[src/rtl/seq_pair_pkg.sv]
package seq_pair_pkg;
  localparam int LETTER_W = 3;
  localparam int CODE_W   = 3;

  typedef enum logic [LETTER_W-1:0] {
    L_A = 3'd0, L_B = 3'd1, L_C = 3'd2, L_D = 3'd3, L_E = 3'd4
  } letter_e;

  typedef enum logic [CODE_W-1:0] {
    M_A0 = 3'd0, M_B0 = 3'd1, M_C1 = 3'd2, M_D0 = 3'd3, M_D1 = 3'd4, M_E0 = 3'd5
  } mcode_e;

  typedef struct packed {
    letter_e nxt;
    logic    z;
  } step_t;

  // One Mealy step: next letter and output for a letter and an input bit.
  function automatic step_t mealy_step(letter_e s, logic x);
    step_t r;
    r.z = 1'b0;
    unique case (s)
      L_A: r.nxt = x ? L_E : L_B;
      L_B: r.nxt = x ? L_D : L_E;
      L_C: begin r.nxt = x ? L_A : L_D; r.z = ~x; end
      L_D: begin r.nxt = x ? L_E : L_C; r.z = ~x; end
      L_E: r.nxt = x ? L_D : L_B;
      default: r.nxt = L_A;
    endcase
    return r;
  endfunction

  // Moore state reached by a Mealy step: letter split by arrival output.
  function automatic mcode_e split_code(step_t t);
    mcode_e c;
    unique case (t.nxt)
      L_A: c = M_A0;
      L_B: c = M_B0;
      L_C: c = M_C1;
      L_D: c = t.z ? M_D1 : M_D0;
      L_E: c = M_E0;
      default: c = M_A0;
    endcase
    return c;
  endfunction

  function automatic letter_e code_letter(mcode_e c);
    letter_e l;
    unique case (c)
      M_A0: l = L_A;
      M_B0: l = L_B;
      M_C1: l = L_C;
      M_D0, M_D1: l = L_D;
      M_E0: l = L_E;
      default: l = L_A;
    endcase
    return l;
  endfunction

  function automatic logic code_z(mcode_e c);
    return (c == M_C1) || (c == M_D1);
  endfunction
endpackage

[src/rtl/mealy_fsm.sv]
module mealy_fsm
  import seq_pair_pkg::*;
(
  input  logic                clk,
  input  logic                rst,
  input  logic                x_in,
  output logic                z_out,
  output logic [LETTER_W-1:0] letter_out
);
  letter_e state_q;
  step_t   step_c;

  always_comb step_c = mealy_step(state_q, x_in);

  always_ff @(posedge clk) begin
    if (rst) state_q <= L_A;
    else     state_q <= step_c.nxt;
  end

  assign z_out      = step_c.z;
  assign letter_out = state_q;

  // a one on the Mealy output requires a zero input
  p_z_needs_x0_r2: assert property (@(posedge clk) disable iff (rst)
    z_out |-> !x_in);
endmodule

[src/rtl/moore_fsm.sv]
module moore_fsm
  import seq_pair_pkg::*;
(
  input  logic              clk,
  input  logic              rst,
  input  logic              x_in,
  output logic              z_out,
  output logic [CODE_W-1:0] code_out
);
  mcode_e  code_q;
  mcode_e  code_d;
  letter_e cur_letter;

  always_comb begin
    cur_letter = code_letter(code_q);
    code_d     = split_code(mealy_step(cur_letter, x_in));
  end

  always_ff @(posedge clk) begin
    if (rst) code_q <= M_A0;
    else     code_q <= code_d;
  end

  assign z_out    = code_z(code_q);
  assign code_out = code_q;

  // the one-output copy of D is entered only from C/1 with x=0
  p_d1_from_c_r4: assert property (@(posedge clk) disable iff (rst)
    (code_out == M_D1) |-> ($past(code_out) == M_C1 && !$past(x_in)));

  // the two spare codes never appear
  p_legal_code_r8: assert property (@(posedge clk) disable iff (rst)
    code_out <= M_E0);
endmodule

[src/rtl/seq_pair_top.sv]
module seq_pair_top
  import seq_pair_pkg::*;
(
  input  logic              clk,
  input  logic              rst,
  input  logic              x_in,
  output logic              mealy_z,
  output logic              moore_z,
  output logic [LETTER_W-1:0] mealy_letter,
  output logic [CODE_W-1:0]   moore_code
);
  mealy_fsm u_mealy (
    .clk(clk), .rst(rst), .x_in(x_in),
    .z_out(mealy_z), .letter_out(mealy_letter)
  );

  moore_fsm u_moore (
    .clk(clk), .rst(rst), .x_in(x_in),
    .z_out(moore_z), .code_out(moore_code)
  );

  // High once the previous cycle was out of reset.
  logic run_q;
  always_ff @(posedge clk) begin
    if (rst) run_q <= 1'b0;
    else     run_q <= 1'b1;
  end

  // the Moore output is the Mealy output one clock late
  p_delayed_match_r6: assert property (@(posedge clk) disable iff (rst)
    run_q |-> (moore_z == $past(mealy_z)));

  // both machines sit on the same letter
  p_letter_match_r7: assert property (@(posedge clk) disable iff (rst)
    code_letter(mcode_e'(moore_code)) == letter_e'(mealy_letter));

  // both outputs are low in the first cycle after reset
  p_reset_quiet_r1: assert property (@(posedge clk)
    rst |=> (!moore_z && !mealy_z));
endmodule

[config.mk]
export PLATFORM = sky130hd
export DESIGN_NAME = seq_pair_top
export DESIGN_NICKNAME = d
export VERILOG_FILES = /design/src/rtl/seq_pair_pkg.sv /design/src/rtl/mealy_fsm.sv /design/src/rtl/moore_fsm.sv /design/src/rtl/seq_pair_top.sv
export SDC_FILE = /design/constraint.sdc
export NUM_CORES = 1
export LEC_CHECK = 0
export BUFFER_PORTS_ARGS = -buffer_cell sky130_fd_sc_hd__buf_4
export CAP_MARGIN = 15
export CORE_AREA = 2 2 39 41
export DETAILED_ROUTE_END_ITERATION = 12
export DIE_AREA = 0 0 41 43
export PLACE_DENSITY = 0.51
export SYNTH_ARGS = -nofsm -noshare
export SYNTH_HDL_FRONTEND = slang
export SYNTH_SLANG_ARGS = --single-unit
[constraint.sdc]
create_clock -name clk -period 1 [get_ports clk]
set_input_delay 0.1 -clock clk [delete_from_list [all_inputs] [get_ports clk]]
set_output_delay 0.1 -clock clk [all_outputs]
set_load 0.01 [all_outputs]
==> results of run 1 <==
-- cell usage in the layout, fill, tap and decap left out, drive strengths merged --
cell,count
a2111oi,1
a21o,1
a21oi,4
a32o,1
buf,16
clkbuf,3
dfxtp,6
inv,2
mux2i,1
nand2,1
nand2b,2
nor2,3
nor3,1
nor3b,1
nor4,1
o211ai,1
o21a,1
o21ai,1
or2b,1
or3,1
or3b,1
xnor2,1
xor2,2
-- cells in the mapped netlist --
cell / instances
a2111oi_2: 1
a21o_1: 1
a21oi_1: 3
a21oi_2: 1
a32o_1: 1
buf_4: 1
dfxtp_1: 6
inv_1: 2
mux2i_1: 1
nand2_1: 1
nand2b_1: 2
nor2_1: 3
nor3_1: 1
nor3b_1: 1
nor4_1: 1
o211ai_1: 1
o21a_1: 1
o21ai_0: 1
or2b_1: 1
or3_1: 1
or3b_1: 1
xnor2_1: 1
xor2_1: 2
-- routing by layer --
metal | vias to the layer above | share of wire [%]
li1 | 160 | -
met1 | 148 | 39
met2 | 9 | 53
met3 | 2 | 7.1
met4 | 0 | 0.99
met5 | - | 0
-- timing repair --
action                     4_1_cts  5_1_grt
cloned                           0        0
resized for setup               10        7
pin swaps                        5        4
setup buffers                    3        0
hold buffers                     0        0
setup endpoints to repair        5        8
-- power by group through the flow --
| stage | Sequential, mW | Combinational (mW) | Clock, mW |
|---|---|---|---|
| final | 0.377 | 0.434 | 0.217 |
| after global routing | 0.386 | 0.474 | 0.254 |
| after CTS | 0.368 | 0.418 | 0.236 |
| after detailed placement | 0.374 | 0.346 | 0 |
| after global placement | 0.374 | 0.347 | 0 |
| after floorplan | 0.396 | 0.160 | 0 |
-- worst min path at each step --
stage / slack, ns / cells past startpoint / to / from
2_1_floorplan: 0.16 / 1 / u_moore.code_out[2] / rst
3_3_place_gp: 0.32 / 2 / u_moore.code_out[2] / rst
3_5_place_dp: 0.32 / 2 / u_moore.code_out[2] / rst
4_1_cts: 0.05 / 2 / u_moore.code_out[2] / rst
5_1_grt: 0.06 / 2 / u_moore.code_out[2] / rst
6_report: 0.07 / 2 / u_moore.code_out[2] / rst
-- cell families after synthesis --
| kind of cell | synth area share [%] |
|---|---|
| AND/OR/NAND/NOR | 21.7 |
| AO/OA/AOI/OAI | 24.1 |
| flip-flops | 37.9 |
| XOR/XNOR | 8.30 |
| buffers and inverters | 4.74 |
| multiplexers | 3.16 |
-- through the flow --
stage	cells	TNS (ns)	setup slack [ns]
after floorplan	35	-0.00729	-0.00729
final	69	-0.263	-0.0939
after CTS	69	-0.241	-0.111
after detailed placement	63	-0.0415	-0.0415
after global routing	69	-0.512	-0.145
after global placement	63	-0.0119	-0.0119
-- state kept, by name, indices dropped and copies added (netlist names) --
register and count:
u_mealy.letter_out 3, u_moore.code_out 3
-- area by class of cell --
class                           count  area, µm²  area share [%]
Inverter                            2       7.51            1.39
Clock buffer                        3       22.5            4.17
Multi-Input combinational cell     26        215            39.8
Timing Repair Buffer               16        135            25.0
Tap cell                           16       20.0            3.70
Sequential cell                     6        140            25.9
-- worst reg2reg max path, stage by stage (launching register included) --
cell	delay, ns
dfxtp_4	0.36
or3b_1	0.42
a21oi_2	0.15
nor3_1	0.05
==> flow_metrics.py, run 1 <==
metrics = {
    "critical_path": {
        "r2r_cells": 3,
        "regToRegSetupSlack_ns": -0.08,
        "r2r-start": "u_moore.code_out[0]",
        "reg2reg_to": "u_moore.code_out[0]",
        "crit_slowest_cell": "dfxtp_4",
        "slowest_delay_ns": 0.36,
        "cp_max_fo": 6,
        "worst_setup_path_start_kind": "register",
        "cp-endpoint": "moore_z",
        "cp_cell_sequence": "nand2b_4 > a21oi_2 > buf_4",
        "worst-endpoint-arrival_ns": 0.99,
        "cp.buffers_inverters": 1,
        "cp.required_ns": 0.90,
        "startpoint": "u_moore.code_out[1]",
        "end_kind": "output pin",
        "crit_family": "flip-flops",
        "critPathKind": "reg2out",
        "cp.depth": 3,
    },
    "global_routing": {
        "grt_overflow_total": 0,
        "grt_max_degree": 11,
        "met2_usage_pct": 17.8,
        "grt_util_all_layers_pct": 11.4,
        "grt_util_met3_pct": 4.71,
        "antenna_found_initial": 0,
        "grt_pass1_wl_um": 1270,
        "grt_pass1_vias": 309,
        "use_met1_pct": 10.3,
        "busiest_layer": "met2",
    },
    "worst_hold_path": {
        "min-delay-path-class": "in2reg",
    },
    "status": {
        "violations": "setup timing",
        "status": "complete, but fails checks",
    },
    "run": {
        "drv_cap": 0,
    },
    "timing": {
        "setup_ws_ns": -0.0939,
        "slew_headroom_pct": 84.1,
        "fin_crit_sh_pct": 109,
        "slew_violations": 0,
        "hold_ws_ns": 0.0660,
        "period_needed_ns": 1.09,
        "fmax_mhz": 914,
        "finalHoldViolations": 0,
        "rsz0062_at_grt": "yes",
        "fin_skew_ns": 0.00413,
        "tightest_slew_ns": 0.238,
        "setup_viol": 5,
    },
    "synth": {
        "seq_area_frac_synth_pct": 37.9,
        "synth.avg_cell_area_um2": 9.04,
        "syn_nets": 38,
        "yosys.area.top_type": "dfxtp_1",
        "ys_seq_elements": 6,
        "yosys-top-cells-area": "dfxtp_1 38%, xor2_1 5.5%, a21oi_1 4.7%",
        "yosysWarnings": 0,
        "synth_cell_type_count": 23,
        "yosys.area.top_type_share_pct": 37.9,
        "syn-cell-area_um2": 317,
        "syn_inst": 35,
    },
    "power_and_ir_drop": {
        "leakage_nw": 0.236,
        "peakVddDrop_mv": 0.554,
        "p_int_mw": 0.704,
        "p_seq_share_pct": 36.7,
        "p_comb_share_pct": 42.2,
        "cellPowerDensity_nw_per_um2": 1900,
        "clkPwrFrac_pct": 21.1,
        "switching_share_pct": 31.6,
        "total_power_mw": 1.03,
        "p_sw_mw": 0.325,
    },
    "layout": {
        "nets": 58,
        "antenna_cells": 0,
        "drive_gt1_share_pct": 60.4,
        "finalCoreUtilization_pct": 39.1,
        "nFillCells": 155,
        "syn_to_final_growth_pct": 70.8,
        "finalInstanceArea_um2": 541,
    },
    "cts": {
        "clk_pin_slew_worst_paths_ns": 0.05,
        "cts_made_buffers": 3,
        "htreeDepth": 1,
        "clk_root_buffer_cell": "clkbuf_4",
        "cts_max_path_buffers": 2,
        "worstSkewPairLatency_ns": 0.24,
        "cts_tree": "yes",
        "clock-sinks": 6,
    },
    "floorplanning": {
        "io_pins": 11,
        "fp.dieH_um": 43,
        "die-area_um2": 1760,
        "die_w_um": 41,
        "start_util_pct": 22.9,
        "rows": 14,
        "fp.coreArea_um2": 1380,
    },
    "placed_design": {
        "portBuffers": 10,
        "placed_cell_area_um2": 437,
        "gp_congestion": 0.634,
    },
    "routing": {
        "first_iter_violations": 3,
        "vias": 319,
        "route.detailed.drc": 0,
        "dr.pass1.iters": 2,
        "vias_per_cell": 4.62,
        "drt_wl_total_um": 808,
        "routedWlPerCell_um": 11.7,
        "antenna_left": 0,
    },
}
Power figures use the tool's default switching activity.
==> inputs of run 2 (changes only) <==
--- a/config.mk
+++ b/config.mk
@@ -11,5 +11,5 @@
 export DETAILED_ROUTE_END_ITERATION = 12
 export DIE_AREA = 0 0 41 43
-export PLACE_DENSITY = 0.51
+export PLACE_DENSITY = 0.44
 export SYNTH_ARGS = -nofsm -noshare
 export SYNTH_HDL_FRONTEND = slang
==> constraint.sdc (replaced) <==
create_clock -name clk -period 1 [get_ports clk]
set_input_delay 0.05 -clock clk [delete_from_list [all_inputs] [get_ports clk]]
set_output_delay 0.05 -clock clk [all_outputs]
set_load 0.01 [all_outputs]
==> run 2 against run 1 <==
Against the previous run: the flow still finishes with violations (setup timing); final area up 4.2%; combinational power grew 16%; die area did not move; non-clock buffer count grew 3; count of clock-buffer cells in the layout stayed put; power is 6.5% higher; routed wire length increased by 12%; global-route usage up 1.6 points; register-to-register slack better by 0.02 ns; worst hold slack worse by 0.030 ns; sequential power is essentially flat; sequential share of layout area shrank 1.5 points; critical endpoint is now u_moore.code_out[0]; largest power group unchanged.
==> flow_metrics.py, run 2 (synthesized netlist as in run 1, its figures left out) <==
metrics = {
    "global_routing": {
        "grt_overflow_total": 0,
        "met2_usage_pct": 21.9,
        "grt_pass1_vias": 372,
        "grt_max_degree": 11,
        "grt_util_met3_pct": 3.14,
        "use_met1_pct": 12.2,
        "busiest_layer": "met2",
        "grt_pass1_wl_um": 1470,
        "antenna_found_initial": 0,
        "grt_util_all_layers_pct": 13.0,
    },
    "critical_path": {
        "worst-endpoint-arrival_ns": 1.18,
        "cp.required_ns": 1.12,
        "worst_setup_path_start_kind": "register",
        "regToRegSetupSlack_ns": -0.06,
        "crit_slowest_cell": "or3b_1",
        "cp_cell_sequence": "or3b_1 > a21oi_1 > nor3_1",
        "end_kind": "register",
        "startpoint": "u_moore.code_out[1]",
        "cp_max_fo": 6,
        "slowest_delay_ns": 0.38,
        "critPathKind": "reg2reg",
        "r2r-start": "u_moore.code_out[1]",
    },
    "routing": {
        "first_iter_violations": 0,
        "vias": 336,
        "vias_per_cell": 4.67,
        "dr.pass1.iters": 1,
        "route.detailed.drc": 0,
        "antenna_left": 0,
        "routedWlPerCell_um": 12.5,
        "drt_wl_total_um": 901,
    },
    "timing": {
        "finalHoldViolations": 0,
        "fmax_mhz": 946,
        "setup_tns_ns": -0.178,
        "setup_viol": 4,
        "slew_headroom_pct": 83.0,
        "fin_skew_ns": 0.00243,
        "slew_violations": 0,
        "period_needed_ns": 1.06,
        "hold_ws_ns": 0.0355,
        "setup_ws_ns": -0.0571,
        "tightest_slew_ns": 0.254,
        "rsz0062_at_grt": "yes",
        "fin_crit_sh_pct": 106,
    },
    "run": {
        "drv_cap": 0,
    },
    "power_and_ir_drop": {
        "clkPwrFrac_pct": 19.6,
        "leakage_nw": 0.251,
        "cellPowerDensity_nw_per_um2": 1950,
        "p_int_mw": 0.746,
        "p_seq_share_pct": 34.5,
        "peakVddDrop_mv": 0.721,
        "p_sw_mw": 0.350,
        "p_comb_share_pct": 45.9,
        "switching_share_pct": 31.9,
    },
    "placed_design": {
        "hpwl_um": 613,
        "gp_congestion": 0.649,
        "portBuffers": 10,
    },
    "cts": {
        "clock-sinks": 6,
        "cts_made_buffers": 3,
        "clk_pin_slew_worst_paths_ns": 0.04,
        "cts_tree": "yes",
        "worstSkewPairLatency_ns": 0.24,
        "cts_max_path_buffers": 2,
        "clk_root_buffer_cell": "clkbuf_4",
        "htreeDepth": 1,
    },
    "floorplanning": {
        "die-area_um2": 1760,
        "die_w_um": 41,
        "fp.coreArea_um2": 1380,
        "rows": 14,
        "io_pins": 11,
        "start_util_pct": 22.9,
        "fp.dieH_um": 43,
    },
    "worst_hold_path": {
        "min_from": "rst",
        "min-delay-path-class": "in2reg",
    },
    "status": {
        "status": "complete, but fails checks",
        "violations": "setup timing",
    },
    "layout": {
        "syn_to_final_growth_pct": 77.9,
        "antenna_cells": 0,
        "drive_gt1_share_pct": 64.3,
        "nets": 61,
        "final_common_cell": "buf_4",
        "final_cell_mix": "17 x buf_4, 4 x dfxtp_4, 3 x nor2_1, 3 x clkbuf_4",
    },
}
## run 2: cell type report
cell class	count	area [µm²]
inverters	2	7.51
well taps	16	20.0
fillers	146	821
multi-input cells	26	225
repair buffers	19	150
flip-flops and latches	6	138
clock buffers	3	22.5
## run 2: power by group through the flow
| stage | logic [mW] | clock network [mW] | registers [mW] |
|---|---|---|---|
| floorplan | 0.160 | 0 | 0.396 |
| detailed placement | 0.342 | 0 | 0.381 |
| global placement | 0.334 | 0 | 0.372 |
| CTS | 0.478 | 0.232 | 0.369 |
| finish | 0.503 | 0.215 | 0.378 |
| global route | 0.550 | 0.249 | 0.388 |
## run 2: path summary, 6_finish.rpt
check | to | depth (start not counted)
worst min register to register | u_mealy.letter_out[2] | 2
worst max-delay path | u_moore.code_out[0] | 3
worst max register to register | u_moore.code_out[0] | 3
worst min-delay path | u_moore.code_out[2] | 2
## run 2: critical path, delay by kind of cell (launching register included)
kind,cells,cell delay [ns]
and+or+nand+nor,2,0.44
DFF,1,0.36
AOI/OAI and AO/OA,1,0.14
## run 2: what timing repair did
action	CTS	global route
buffers inserted	6	0
endpoints found under the setup margin	5	6
pin swaps	3	4
resized for setup	8	6
hold buffers	0	0
cloned	0	0
## run 2: per-layer routing
layer,vias up,wire (µm)
li1,166,-
met5,-,0
met2,9,531
met1,161,322
met3,0,47
met4,0,0
## run 2: through the flow
step / std cells / utilization [%] / total power, mW / worst slack, ns / cell area, µm²
3_3_place_gp: 63 / 31.6 / 0.706 / -0.0123 / 437
5_1_grt: 72 / 40.7 / 1.19 / -0.103 / 563
3_5_place_dp: 63 / 31.6 / 0.723 / -0.0383 / 437
2_1_floorplan: 35 / - / 0.556 / -0.00729 / 327
6_report: 72 / 40.7 / 1.10 / -0.0571 / 563
4_1_cts: 72 / 38.5 / 1.08 / -0.0579 / 533
